### config.mk
export PLATFORM = sky130hd
export DESIGN_NAME = cfg_eeprom_loader
export DESIGN_NICKNAME = d
export VERILOG_FILES = /design/src/rtl/cfg_loader_pkg.sv /design/src/rtl/eep_serial_rd.sv /design/src/rtl/cfg_unpack.sv /design/src/rtl/cfg_eeprom_loader.sv
export SDC_FILE = /design/constraint.sdc
export NUM_CORES = 1
export LEC_CHECK = 0
export ABC_AREA = 1
export ABC_CLOCK_PERIOD_IN_PS = 6240
export BUFFER_PORTS_ARGS = -buffer_cell sky130_fd_sc_hd__buf_2
export CORE_MARGIN = 2
export CORE_UTILIZATION = 40
export CTS_BUF_LIST = sky130_fd_sc_hd__clkbuf_2
export CTS_CLUSTER_SIZE = 14
export DETAILED_ROUTE_END_ITERATION = 6
export GPL_ROUTABILITY_DRIVEN = 0
export PLACE_DENSITY = 0.69
export SLEW_MARGIN = 20
export SYNTH_ARGS = -nofsm -noshare
export SYNTH_HDL_FRONTEND = slang
export SYNTH_SLANG_ARGS = --single-unit
### constraint.sdc
create_clock -name clk_i -period 6.24 [get_ports clk_i]
set_clock_uncertainty 0.15 [all_clocks]
set_input_delay 0.312 -clock clk_i [delete_from_list [all_inputs] [get_ports clk_i]]
set_output_delay 0.312 -clock clk_i [all_outputs]
set_load 0.02 [all_outputs]
### src/rtl/cfg_loader_pkg.sv
package cfg_loader_pkg;
  localparam int WORD_W    = 16;
  localparam int ADDR_W    = 8;
  localparam int IMG_BYTES = 54;            // bytes 0..53, checksum last
  localparam int NUM_WORDS = IMG_BYTES / 2;
  localparam int LAST_WORD = NUM_WORDS - 1;
  localparam int MISC_WORD = 16;

  localparam int MAC_OFS  = 0;
  localparam int MAC_B    = 6;
  localparam int ID_OFS   = 16;
  localparam int ID_B     = 4;
  localparam int CTRL_OFS = 20;
  localparam int CTRL_B   = 14;
  localparam int PNP_OFS  = 34;
  localparam int PNP_B    = 19;

  localparam logic [7:0] CSUM_OK = 8'hFF;

  typedef enum logic [1:0] {R_IDLE, R_GAP, R_SHIFT} rd_state_e;
  typedef enum logic [1:0] {S_IDLE, S_ISSUE, S_WAIT} seq_state_e;

  function automatic logic [WORD_W-1:0] mirror_word(input logic [WORD_W-1:0] w);
    logic [WORD_W-1:0] r;
    for (int i = 0; i < WORD_W; i++) r[i] = w[WORD_W-1-i];
    return r;
  endfunction
endpackage

### src/rtl/eep_serial_rd.sv
module eep_serial_rd #(
  parameter int CLK_DIV = 4,
  parameter int ADDR_W  = 8,
  parameter int WORD_W  = 16
) (
  input  logic              clk_i,
  input  logic              rst_ni,
  input  logic              req_i,
  input  logic [ADDR_W-1:0] addr_i,
  output logic              ready_o,
  output logic              cs_o,
  output logic              sk_o,
  output logic              di_o,
  input  logic              do_i,
  output logic              word_vld_o,
  output logic [WORD_W-1:0] word_o
);
  import cfg_loader_pkg::*;

  localparam int HALF  = CLK_DIV / 2;
  localparam int CNT_W = $clog2(CLK_DIV + 1);
  localparam int CMD_W = 3 + ADDR_W;
  localparam int FRAME = CMD_W + 1 + WORD_W;
  localparam int BIT_W = $clog2(FRAME + 1);

  rd_state_e         st_q;
  logic [CNT_W-1:0]  cnt_q;
  logic [BIT_W-1:0]  bit_q;
  logic [CMD_W-1:0]  sh_out_q;
  logic [WORD_W-1:0] sh_in_q;

  assign ready_o = (st_q == R_IDLE);
  assign word_o  = sh_in_q;

  always_ff @(posedge clk_i or negedge rst_ni) begin
    if (!rst_ni) begin
      st_q       <= R_IDLE;
      cnt_q      <= '0;
      bit_q      <= '0;
      sh_out_q   <= '0;
      sh_in_q    <= '0;
      cs_o       <= 1'b0;
      sk_o       <= 1'b0;
      di_o       <= 1'b0;
      word_vld_o <= 1'b0;
    end else begin
      word_vld_o <= 1'b0;
      case (st_q)
        R_IDLE: if (req_i) begin
          sh_out_q <= {3'b110, addr_i};
          cnt_q    <= '0;
          st_q     <= R_GAP;
        end
        R_GAP: begin
          if (cnt_q == CNT_W'(CLK_DIV - 1)) begin
            cnt_q    <= '0;
            cs_o     <= 1'b1;
            di_o     <= sh_out_q[CMD_W-1];
            sh_out_q <= sh_out_q << 1;
            bit_q    <= '0;
            st_q     <= R_SHIFT;
          end else begin
            cnt_q <= cnt_q + 1'b1;
          end
        end
        R_SHIFT: begin
          if (cnt_q == CNT_W'(HALF - 1)) begin
            cnt_q <= '0;
            if (!sk_o) begin
              sk_o    <= 1'b1;
              sh_in_q <= {sh_in_q[WORD_W-2:0], do_i};
            end else begin
              sk_o <= 1'b0;
              if (bit_q == BIT_W'(FRAME - 1)) begin
                cs_o       <= 1'b0;
                di_o       <= 1'b0;
                word_vld_o <= 1'b1;
                st_q       <= R_IDLE;
              end else begin
                bit_q    <= bit_q + 1'b1;
                di_o     <= sh_out_q[CMD_W-1];
                sh_out_q <= sh_out_q << 1;
              end
            end
          end else begin
            cnt_q <= cnt_q + 1'b1;
          end
        end
        default: st_q <= R_IDLE;
      endcase
    end
  end

  // cycles spent with chip select low, saturating
  logic [CNT_W-1:0] low_cnt_q;
  always_ff @(posedge clk_i or negedge rst_ni) begin
    if (!rst_ni)                              low_cnt_q <= '0;
    else if (cs_o)                            low_cnt_q <= '0;
    else if (low_cnt_q != CNT_W'(CLK_DIV))    low_cnt_q <= low_cnt_q + 1'b1;
  end

  assert_sk_low_idle_R3: assert property (@(posedge clk_i) disable iff (!rst_ni)
    !cs_o |-> !sk_o);
  assert_cs_gap_R3: assert property (@(posedge clk_i) disable iff (!rst_ni)
    $rose(cs_o) |-> (low_cnt_q >= CNT_W'(CLK_DIV)));
  assert_di_stable_R2: assert property (@(posedge clk_i) disable iff (!rst_ni)
    (cs_o && sk_o && $past(sk_o)) |-> $stable(di_o));
  assert_vld_at_cs_fall_R9: assert property (@(posedge clk_i) disable iff (!rst_ni)
    word_vld_o |-> $fell(cs_o));
endmodule

### src/rtl/cfg_unpack.sv
module cfg_unpack
  import cfg_loader_pkg::*;
(
  input  logic                  clk_i,
  input  logic                  rst_ni,
  input  logic                  clr_i,
  input  logic                  wvld_i,
  input  logic [ADDR_W-1:0]     widx_i,
  input  logic [WORD_W-1:0]     wraw_i,
  output logic [MAC_B*8-1:0]    mac_o,
  output logic [ID_B*8-1:0]     id_o,
  output logic [CTRL_B*8-1:0]   ctrl_o,
  output logic [PNP_B*8-1:0]    pnp_o,
  output logic [WORD_W-1:0]     misc_o,
  output logic                  done_o,
  output logic                  csum_err_o
);
  logic [WORD_W-1:0] nat;
  logic [7:0]        sum_q, sum_base, sum_nx;
  logic [7:0]        byte_q [IMG_BYTES];
  logic              last_w;

  assign nat      = mirror_word(wraw_i);
  assign sum_base = (widx_i == '0) ? 8'h00 : sum_q;
  assign sum_nx   = sum_base + nat[7:0] + nat[15:8];
  assign last_w   = wvld_i && (widx_i == ADDR_W'(LAST_WORD));

  always_ff @(posedge clk_i or negedge rst_ni) begin
    if (!rst_ni) begin
      for (int k = 0; k < IMG_BYTES; k++) byte_q[k] <= '0;
    end else if (wvld_i) begin
      for (int k = 0; k < IMG_BYTES; k++)
        if (widx_i == ADDR_W'(k / 2))
          byte_q[k] <= (k % 2 == 1) ? nat[15:8] : nat[7:0];
    end
  end

  always_ff @(posedge clk_i or negedge rst_ni) begin
    if (!rst_ni) begin
      sum_q      <= '0;
      misc_o     <= '0;
      done_o     <= 1'b0;
      csum_err_o <= 1'b0;
    end else begin
      done_o <= last_w;
      if (wvld_i) sum_q <= sum_nx;
      if (wvld_i && widx_i == ADDR_W'(MISC_WORD)) misc_o <= nat;
      if (clr_i)       csum_err_o <= 1'b0;
      else if (last_w) csum_err_o <= (sum_nx != CSUM_OK);
    end
  end

  for (genvar k = 0; k < MAC_B; k++) begin : g_mac
    assign mac_o[8*k +: 8] = byte_q[MAC_OFS+k];
  end
  for (genvar k = 0; k < ID_B; k++) begin : g_id
    assign id_o[8*k +: 8] = byte_q[ID_OFS+k];
  end
  for (genvar k = 0; k < CTRL_B; k++) begin : g_ctrl
    assign ctrl_o[8*k +: 8] = byte_q[CTRL_OFS+k];
  end
  for (genvar k = 0; k < PNP_B; k++) begin : g_pnp
    assign pnp_o[8*k +: 8] = byte_q[PNP_OFS+k];
  end

  assert_done_pulse_R9: assert property (@(posedge clk_i) disable iff (!rst_ni)
    done_o |=> !done_o);
  assert_err_hold_R8: assert property (@(posedge clk_i) disable iff (!rst_ni)
    !$stable(csum_err_o) |-> (done_o || $past(clr_i)));
  assert_misc_in_ctrl_R7: assert property (@(posedge clk_i) disable iff (!rst_ni)
    done_o |-> (misc_o == ctrl_o[(2*MISC_WORD-CTRL_OFS)*8 +: WORD_W]));
endmodule

### src/rtl/cfg_eeprom_loader.sv
module cfg_eeprom_loader
  import cfg_loader_pkg::*;
#(
  parameter int CLK_DIV = 4
) (
  input  logic           clk_i,
  input  logic           rst_ni,
  input  logic           start_i,
  output logic           ee_cs_o,
  output logic           ee_sk_o,
  output logic           ee_di_o,
  input  logic           ee_do_i,
  output logic [47:0]    mac_addr_o,
  output logic [31:0]    id_o,
  output logic [111:0]   ctrl_img_o,
  output logic [15:0]    misc_cfg_o,
  output logic [151:0]   pnp_dflt_o,
  output logic           done_o,
  output logic           csum_err_o
);
  seq_state_e        st_q;
  logic [ADDR_W-1:0] addr_q;
  logic              rd_ready, rd_vld, clr;
  logic [WORD_W-1:0] rd_word;

  assign clr = (st_q == S_IDLE) && start_i;

  always_ff @(posedge clk_i or negedge rst_ni) begin
    if (!rst_ni) begin
      st_q   <= S_ISSUE;
      addr_q <= '0;
    end else begin
      case (st_q)
        S_IDLE: if (start_i) begin
          addr_q <= '0;
          st_q   <= S_ISSUE;
        end
        S_ISSUE: if (rd_ready) st_q <= S_WAIT;
        S_WAIT: if (rd_vld) begin
          if (addr_q == ADDR_W'(LAST_WORD)) st_q <= S_IDLE;
          else begin
            addr_q <= addr_q + 1'b1;
            st_q   <= S_ISSUE;
          end
        end
        default: st_q <= S_IDLE;
      endcase
    end
  end

  eep_serial_rd #(.CLK_DIV(CLK_DIV), .ADDR_W(ADDR_W), .WORD_W(WORD_W)) u_rd (
    .clk_i      (clk_i),
    .rst_ni     (rst_ni),
    .req_i      (st_q == S_ISSUE),
    .addr_i     (addr_q),
    .ready_o    (rd_ready),
    .cs_o       (ee_cs_o),
    .sk_o       (ee_sk_o),
    .di_o       (ee_di_o),
    .do_i       (ee_do_i),
    .word_vld_o (rd_vld),
    .word_o     (rd_word)
  );

  cfg_unpack u_unpack (
    .clk_i      (clk_i),
    .rst_ni     (rst_ni),
    .clr_i      (clr),
    .wvld_i     (rd_vld),
    .widx_i     (addr_q),
    .wraw_i     (rd_word),
    .mac_o      (mac_addr_o),
    .id_o       (id_o),
    .ctrl_o     (ctrl_img_o),
    .pnp_o      (pnp_dflt_o),
    .misc_o     (misc_cfg_o),
    .done_o     (done_o),
    .csum_err_o (csum_err_o)
  );

  assert_addr_range_R1: assert property (@(posedge clk_i) disable iff (!rst_ni)
    addr_q <= ADDR_W'(LAST_WORD));
  assert_start_ignored_R10: assert property (@(posedge clk_i) disable iff (!rst_ni)
    (start_i && st_q != S_IDLE && addr_q != '0) |=> (addr_q != '0));
  assert_idle_quiet_R9: assert property (@(posedge clk_i) disable iff (!rst_ni)
    (st_q == S_IDLE && !start_i) |=> !ee_cs_o);
endmodule

## Yosys cells after proc, flatten, opt, wreduce, memory -nomap -nowiden

Cells that the tools add are included.

- Bits in registers: 421
- Output and inout bits: 365

- $add $sub $neg: 5
- Equal/unequal tests: 39
- Mux-type cells: 48
- Bitwise logic cells: 1
- Reductions and logical operators: 42

Operators with widths:

| cell | count |
|---|---|
| == test 8 x 5 -> 1 bit, second input constant | 11 |
| == test 8 x 4 -> 1 bit, second input constant | 8 |
| two-way mux 11 bit | 5 |
| AND reduction 2 bit | 24 |
| one-hot mux 11 bit (3 select lines) | 1 |
| two-way mux 8 bit | 4 |
| two-way mux 5 bit | 4 |
| adder 8 bit | 2 |
| two-way mux 1 bit | 16 |
| two-way mux 2 bit | 8 |
| one-hot mux 8 bit (2 select lines) | 1 |
| AND reduction 5 bit | 3 |
| != test 2 x 1 -> 1 bit, second input constant | 6 |
| one-hot mux 2 bit (3 select lines) | 2 |
| one-hot mux 5 bit (2 select lines) | 1 |
| two-way mux 3 bit | 3 |
| one-hot mux 3 bit (3 select lines) | 1 |
| adder 8 x 1 -> 8 bit, second input constant | 1 |
| == test 8 x 1 -> 1 bit, second input constant | 1 |
| == test 8 x 2 -> 1 bit, second input constant | 1 |
| logical NOT 8 bit | 1 |
| != test 2 bit, second input constant | 4 |
| != test 8 bit, second input constant | 1 |
| AND reduction 4 bit | 2 |
| 15 further kinds | 24 |

## Longest topological paths before layout

- Word-level depth: 7
- Mapped depth: 19

## Hierarchy

Synthesis repeated with hierarchy kept, for this count alone.

- Cells, all modules: 1,695
- Area, all modules: 16,120.5 um^2

By module, submodules not included:

| module | instances | cells an instance | area an instance (um^2) | seq. area each (um^2) |
|---|---|---|---|---|
| cfg_unpack | 1 | 1,350 | 13,397.8 | 8,858.5 |
| eep_serial_rd | 1 | 255 | 2,099.5 | 1,026.0 |
| cfg_eeprom_loader | 1 | 90 | 623.1 | 251.5 |

## Worst setup path after synthesis

No wires, ideal clock.

- Kind: flip-flop to flip-flop
- Start: register addr_q[0]
- End: register u_unpack.csum_err_o
- Library setup time: 0.121 ns
- Data arrival time: 2.766 ns
- Slack: 3.203 ns
- Cell stages (with the launch flop): 18
- Clock period less this slack: 3.037 ns
- Cells stage by stage: dfrtp_1 > inv_1 > ha_1 > nand2_1 > nor2_4 > inv_1 > nand2_1 > fa_1 > inv_1 > ha_1 > fa_1 > nand3b_1 > nor2_1 > nand2_1 > nor2_1 > nand3_1 > nor2_1 > nor2_1

- Cells in the longest elaborated chain, start to end: 7
- Elaborated cells between the ends (all ways): 10
- Classes of those cells: 2 x add/sub; 2 x eq/ne; 3 x mux; 3 x reduce/logical

Ends and longest elaborated chain:

| item | line | text |
|---|---|---|
| start, declared | cfg_eeprom_loader.sv:22 | `logic [ADDR_W-1:0] addr_q;` |
| start signal, assigned | cfg_eeprom_loader.sv:42 | `addr_q <= addr_q + 1'b1;` |
| logical NOT 8 bit | cfg_unpack.sv:24 | `assign sum_base = (widx_i == '0) ? 8'h00 : sum_q;` |
| two-way mux 8 bit | cfg_unpack.sv:24 |  |
| adder 8 bit (2 in a row) | cfg_unpack.sv:25 | `assign sum_nx = sum_base + nat[7:0] + nat[15:8];` |
| net u_unpack.sum_nx[2] | cfg_unpack.sv:19 | `logic [7:0] sum_q, sum_base, sum_nx;` |
| != test 8 bit | cfg_unpack.sv:49 | `else if (last_w) csum_err_o <= (sum_nx != CSUM_OK);` |
| two-way mux 1 bit | cfg_unpack.sv:49 |  |
| two-way mux 1 bit | cfg_unpack.sv:48 | `if (clr_i) csum_err_o <= 1'b0;` |
| end signal, assigned | cfg_unpack.sv:49 |  |
| end, declared | cfg_unpack.sv:16 | `output logic csum_err_o` |

The timed path passes the listed nets, and every way through them passes these cells. The select of a mux whose other input is x is not followed.
A chain may end at the register's enable or synchronous reset.

## Worst setup path in the final report

Ends and elaborated chain as after synthesis.

==> results.ini <==
[global_routing]
first_global_vias = 12700
grt_start_max_net_pins = 161
grtUsageTotal_pct = 23.6
gr-usage-met1_pct = 29.9
met3_usage_pct = 8.31
grt_busiest_layer = met2
met2_usage_pct = 37.6
antenna_found_initial = 2
grt-ovfl-total = 0
grt_pass1_wl_microns = 73900

[logic_synthesis]
synth_cell_types = 32
yosys_warnings = 0
synth_area_per_cell_sq_um = 9.73
synth_fp_nets = 1661
syn_area_sq_um = 15800
yosysSeqAreaShare_pct = 64.0
synth_seq_cells = 405
postSynthCellCount = 1629

[timing]
period_needed_ps = 3380
max_freq_ghz = 0.296
slew_viol_final = 0
tightest_slew_ps = 1020
hold_viol = 0
hold_ws_ps = 337
fin_crit_sh_pct = 54.1
finalWorstSetupSlack_ps = 2860
tns_ps = 0
maxSlewHeadroom_pct = 32.1
rsz0062_at_grt = false
setup_violations = 0

[floorplan]
die_w_microns = 203
die_h_microns = 203
dieArea_sq_um = 41200
design.core.area_sq_um = 38900
ios = 369
fp-row-count = 72
start_util_pct = 40.7

[finish]
final_cells = 2600
syn_to_final_growth_pct = 19.7
layout-drive-gt1-share_pct = 27.5
multi_input_comb_area_sq_um = 4890
layout.nets = 2034
seq_area_sq_um = 10100
n_fill_cell = 3698

[cts]
tritoncts = built
cts_inserted_buffers = 102
cts_max_level = 3
cts.clk_slew.worst_paths_ps = 120
cts_sinks = 405
clockRootBuffer = clkbuf_2
post-cts-setup-buffers = 0
cts_buffer_depth = 3
clk_latency_ps = 1040

[drt]
avgRoutedWirePerCell_microns = 18.7
first_pass_iters = 5
drtIter0Drc = 806
via_count = 12800
ant_nets = 0
drc = 0
vias_per_cell = 4.94
drt_wl_total_microns = 48500

[place]
dp_hpwl_microns = 30700
place_ws_ps = 2850
port_buffers = 368
placed_cells = 2409

[status]
status = finished clean

[critical_path]
worstPathRequired_ps = 7020
path_class = reg2reg
cp-end-kind = flop
cp.arrival_ps = 4150
crit_fanout = 6
worstSetupStartpointType = flop

[pwr]
p_per_area_nw_per_um2 = 239
leakage_nw = 10.2
max-vdd-ir-drop_mv = 0.124
finalPower_mw = 4.54

[worst_hold_path]
hp-class = in2async

[run]
maxCapViolCount = 0

==> through the flow <==
stage / utilization (%) / area, sq um
after CTS: 48.5 / 18900
after global routing: 48.7 / 19000
after global placement: 46.0 / 17900
final: 48.7 / 19000
after detailed placement: 46.0 / 17900
after floorplan: - / 15800
==> logic make-up after synthesis <==
group                      share of synthesized area (%)
AOI/OAI and AO/OA                                   13.0
xor gates and xnor gates                           0.276
adders and majority gates                           2.59
buffers and inverters                               5.53
DFF                                                 64.0
and+or+nand+nor                                     14.7
==> critical path, stage by stage, from the launching register on <==
cell and delay (ps):
dfrtp_1 460, inv_1 130, ha_1 230, nand2_1 130, nor2_4 80, inv_1 130
nand2_1 80, fa_1 490, inv_1 40, ha_1 230, fa_1 520, nand3b_1 80
nor2_1 100, nand2_1 60, nor2_1 150, nand3_1 90, nor2_1 100, nor2_1 40
==> area by class of cell <==
type	instances	share of cell area [%]
well taps	518	3.42
diodes	4	0.0528
repair buffers	393	11.0
flip-flops and latches	405	53.5
clock buffers	143	3.77
clock inverters	37	0.977
multi-input cells	1024	25.8
inverters	76	1.50
==> where the power goes <==
group / switching, mW / internal [mW] / total, mW / leakage (nW)
clock: 1.10 / 0.666 / 1.77 / 0.677
sequential: 0.00390 / 2.63 / 2.63 / 5.59
combinational: 0.119 / 0.0240 / 0.143 / 3.98
==> worst paths after layout <==
kind	to	slack [ps]	depth (start not counted)	startpoint
min in group clk_i	u_unpack.ctrl_o[89]$_DFFE_PN0P_	340	2	u_unpack.ctrl_o[89]$_DFFE_PN0P_
max in group asynchronous	u_unpack.ctrl_o[105]$_DFFE_PN0P_	4740	4	rst_ni
min reg2reg	u_unpack.ctrl_o[89]$_DFFE_PN0P_	340	2	u_unpack.ctrl_o[89]$_DFFE_PN0P_
min	u_unpack.ctrl_o[62]$_DFFE_PN0P_	340	4	rst_ni
max	u_unpack.csum_err_o$_DFFE_PN0P_	2860	17	addr_q[0]$_DFFE_PN0P_
max reg2reg	u_unpack.csum_err_o$_DFFE_PN0P_	2860	17	addr_q[0]$_DFFE_PN0P_
==> per-layer routing <==
layer,vias to the layer above,wire length [microns]
met3,87,4220
met5,-,0
met1,6205,20400
met4,0,1280
met2,483,22600
li1,6062,-
==> timing repair <==
action | CTS | global route
hold endpoints to repair | 230 | 0
hold buffers | 7 | 0
gates resized for setup | 0 | 0
==> synthesized netlist by cell type (all sizes together) <==
cell type | number | area [sq um]
nand2 | 487 | 1830
dfrtp | 404 | 10100
o21ai | 389 | 1950
inv | 75 | 282
clkbuf | 66 | 248
buf | 58 | 344
nor2 | 46 | 208
nand3 | 35 | 175
ha | 20 | 250
a31oi | 8 | 50.1
fa | 8 | 160
a21oi | 7 | 38.8
nand4 | 7 | 43.8
nand3b | 4 | 30.0
xor2 | 4 | 35.0
or2 | 3 | 18.8
nor3 | 2 | 15.0
clkinv | 1 | 3.75
dfstp | 1 | 26.3
nor3b | 1 | 7.51
o22ai | 1 | 6.26
o31ai | 1 | 7.51
xnor2 | 1 | 8.76
==> layout by cell type, fill, tap and decap left out, types with 3 or more instances in the layout <==
cell type / n
a21oi_1: 6
o21ai_0: 371
nand3b_1: 4
buf_2: 367
ha_1: 20
or2_2: 3
diode_2: 4
nor2_1: 38
fa_1: 8
clkinv_1: 29
nand2_1: 485
xor2_1: 4
inv_1: 70
nand3_2: 11
o21ai_1: 17
clkbuf_2: 143
nand3_1: 24
dfrtp_1: 404
inv_2: 7
nor2_2: 5
nand4_1: 7
nor2_4: 3
buf_4: 17
a31oi_1: 8
dlygate4sd3_1: 6
==> flip-flops by register name, indices dropped and copies added, names as in the netlist, 5 cells and up <==
| register | count |
|---|---|
| u_unpack.sum_q | 8 |
| u_unpack.ctrl_o | 110 |
| addr_q | 8 |
| u_unpack.id_o | 32 |
| u_unpack.mac_o | 48 |
| u_rd.sh_out_q | 11 |
| u_rd.bit_q | 5 |
| u_unpack.pnp_o | 152 |
| u_rd.word_o | 16 |
No activity file was read; power rests on OpenSTA's default activity.
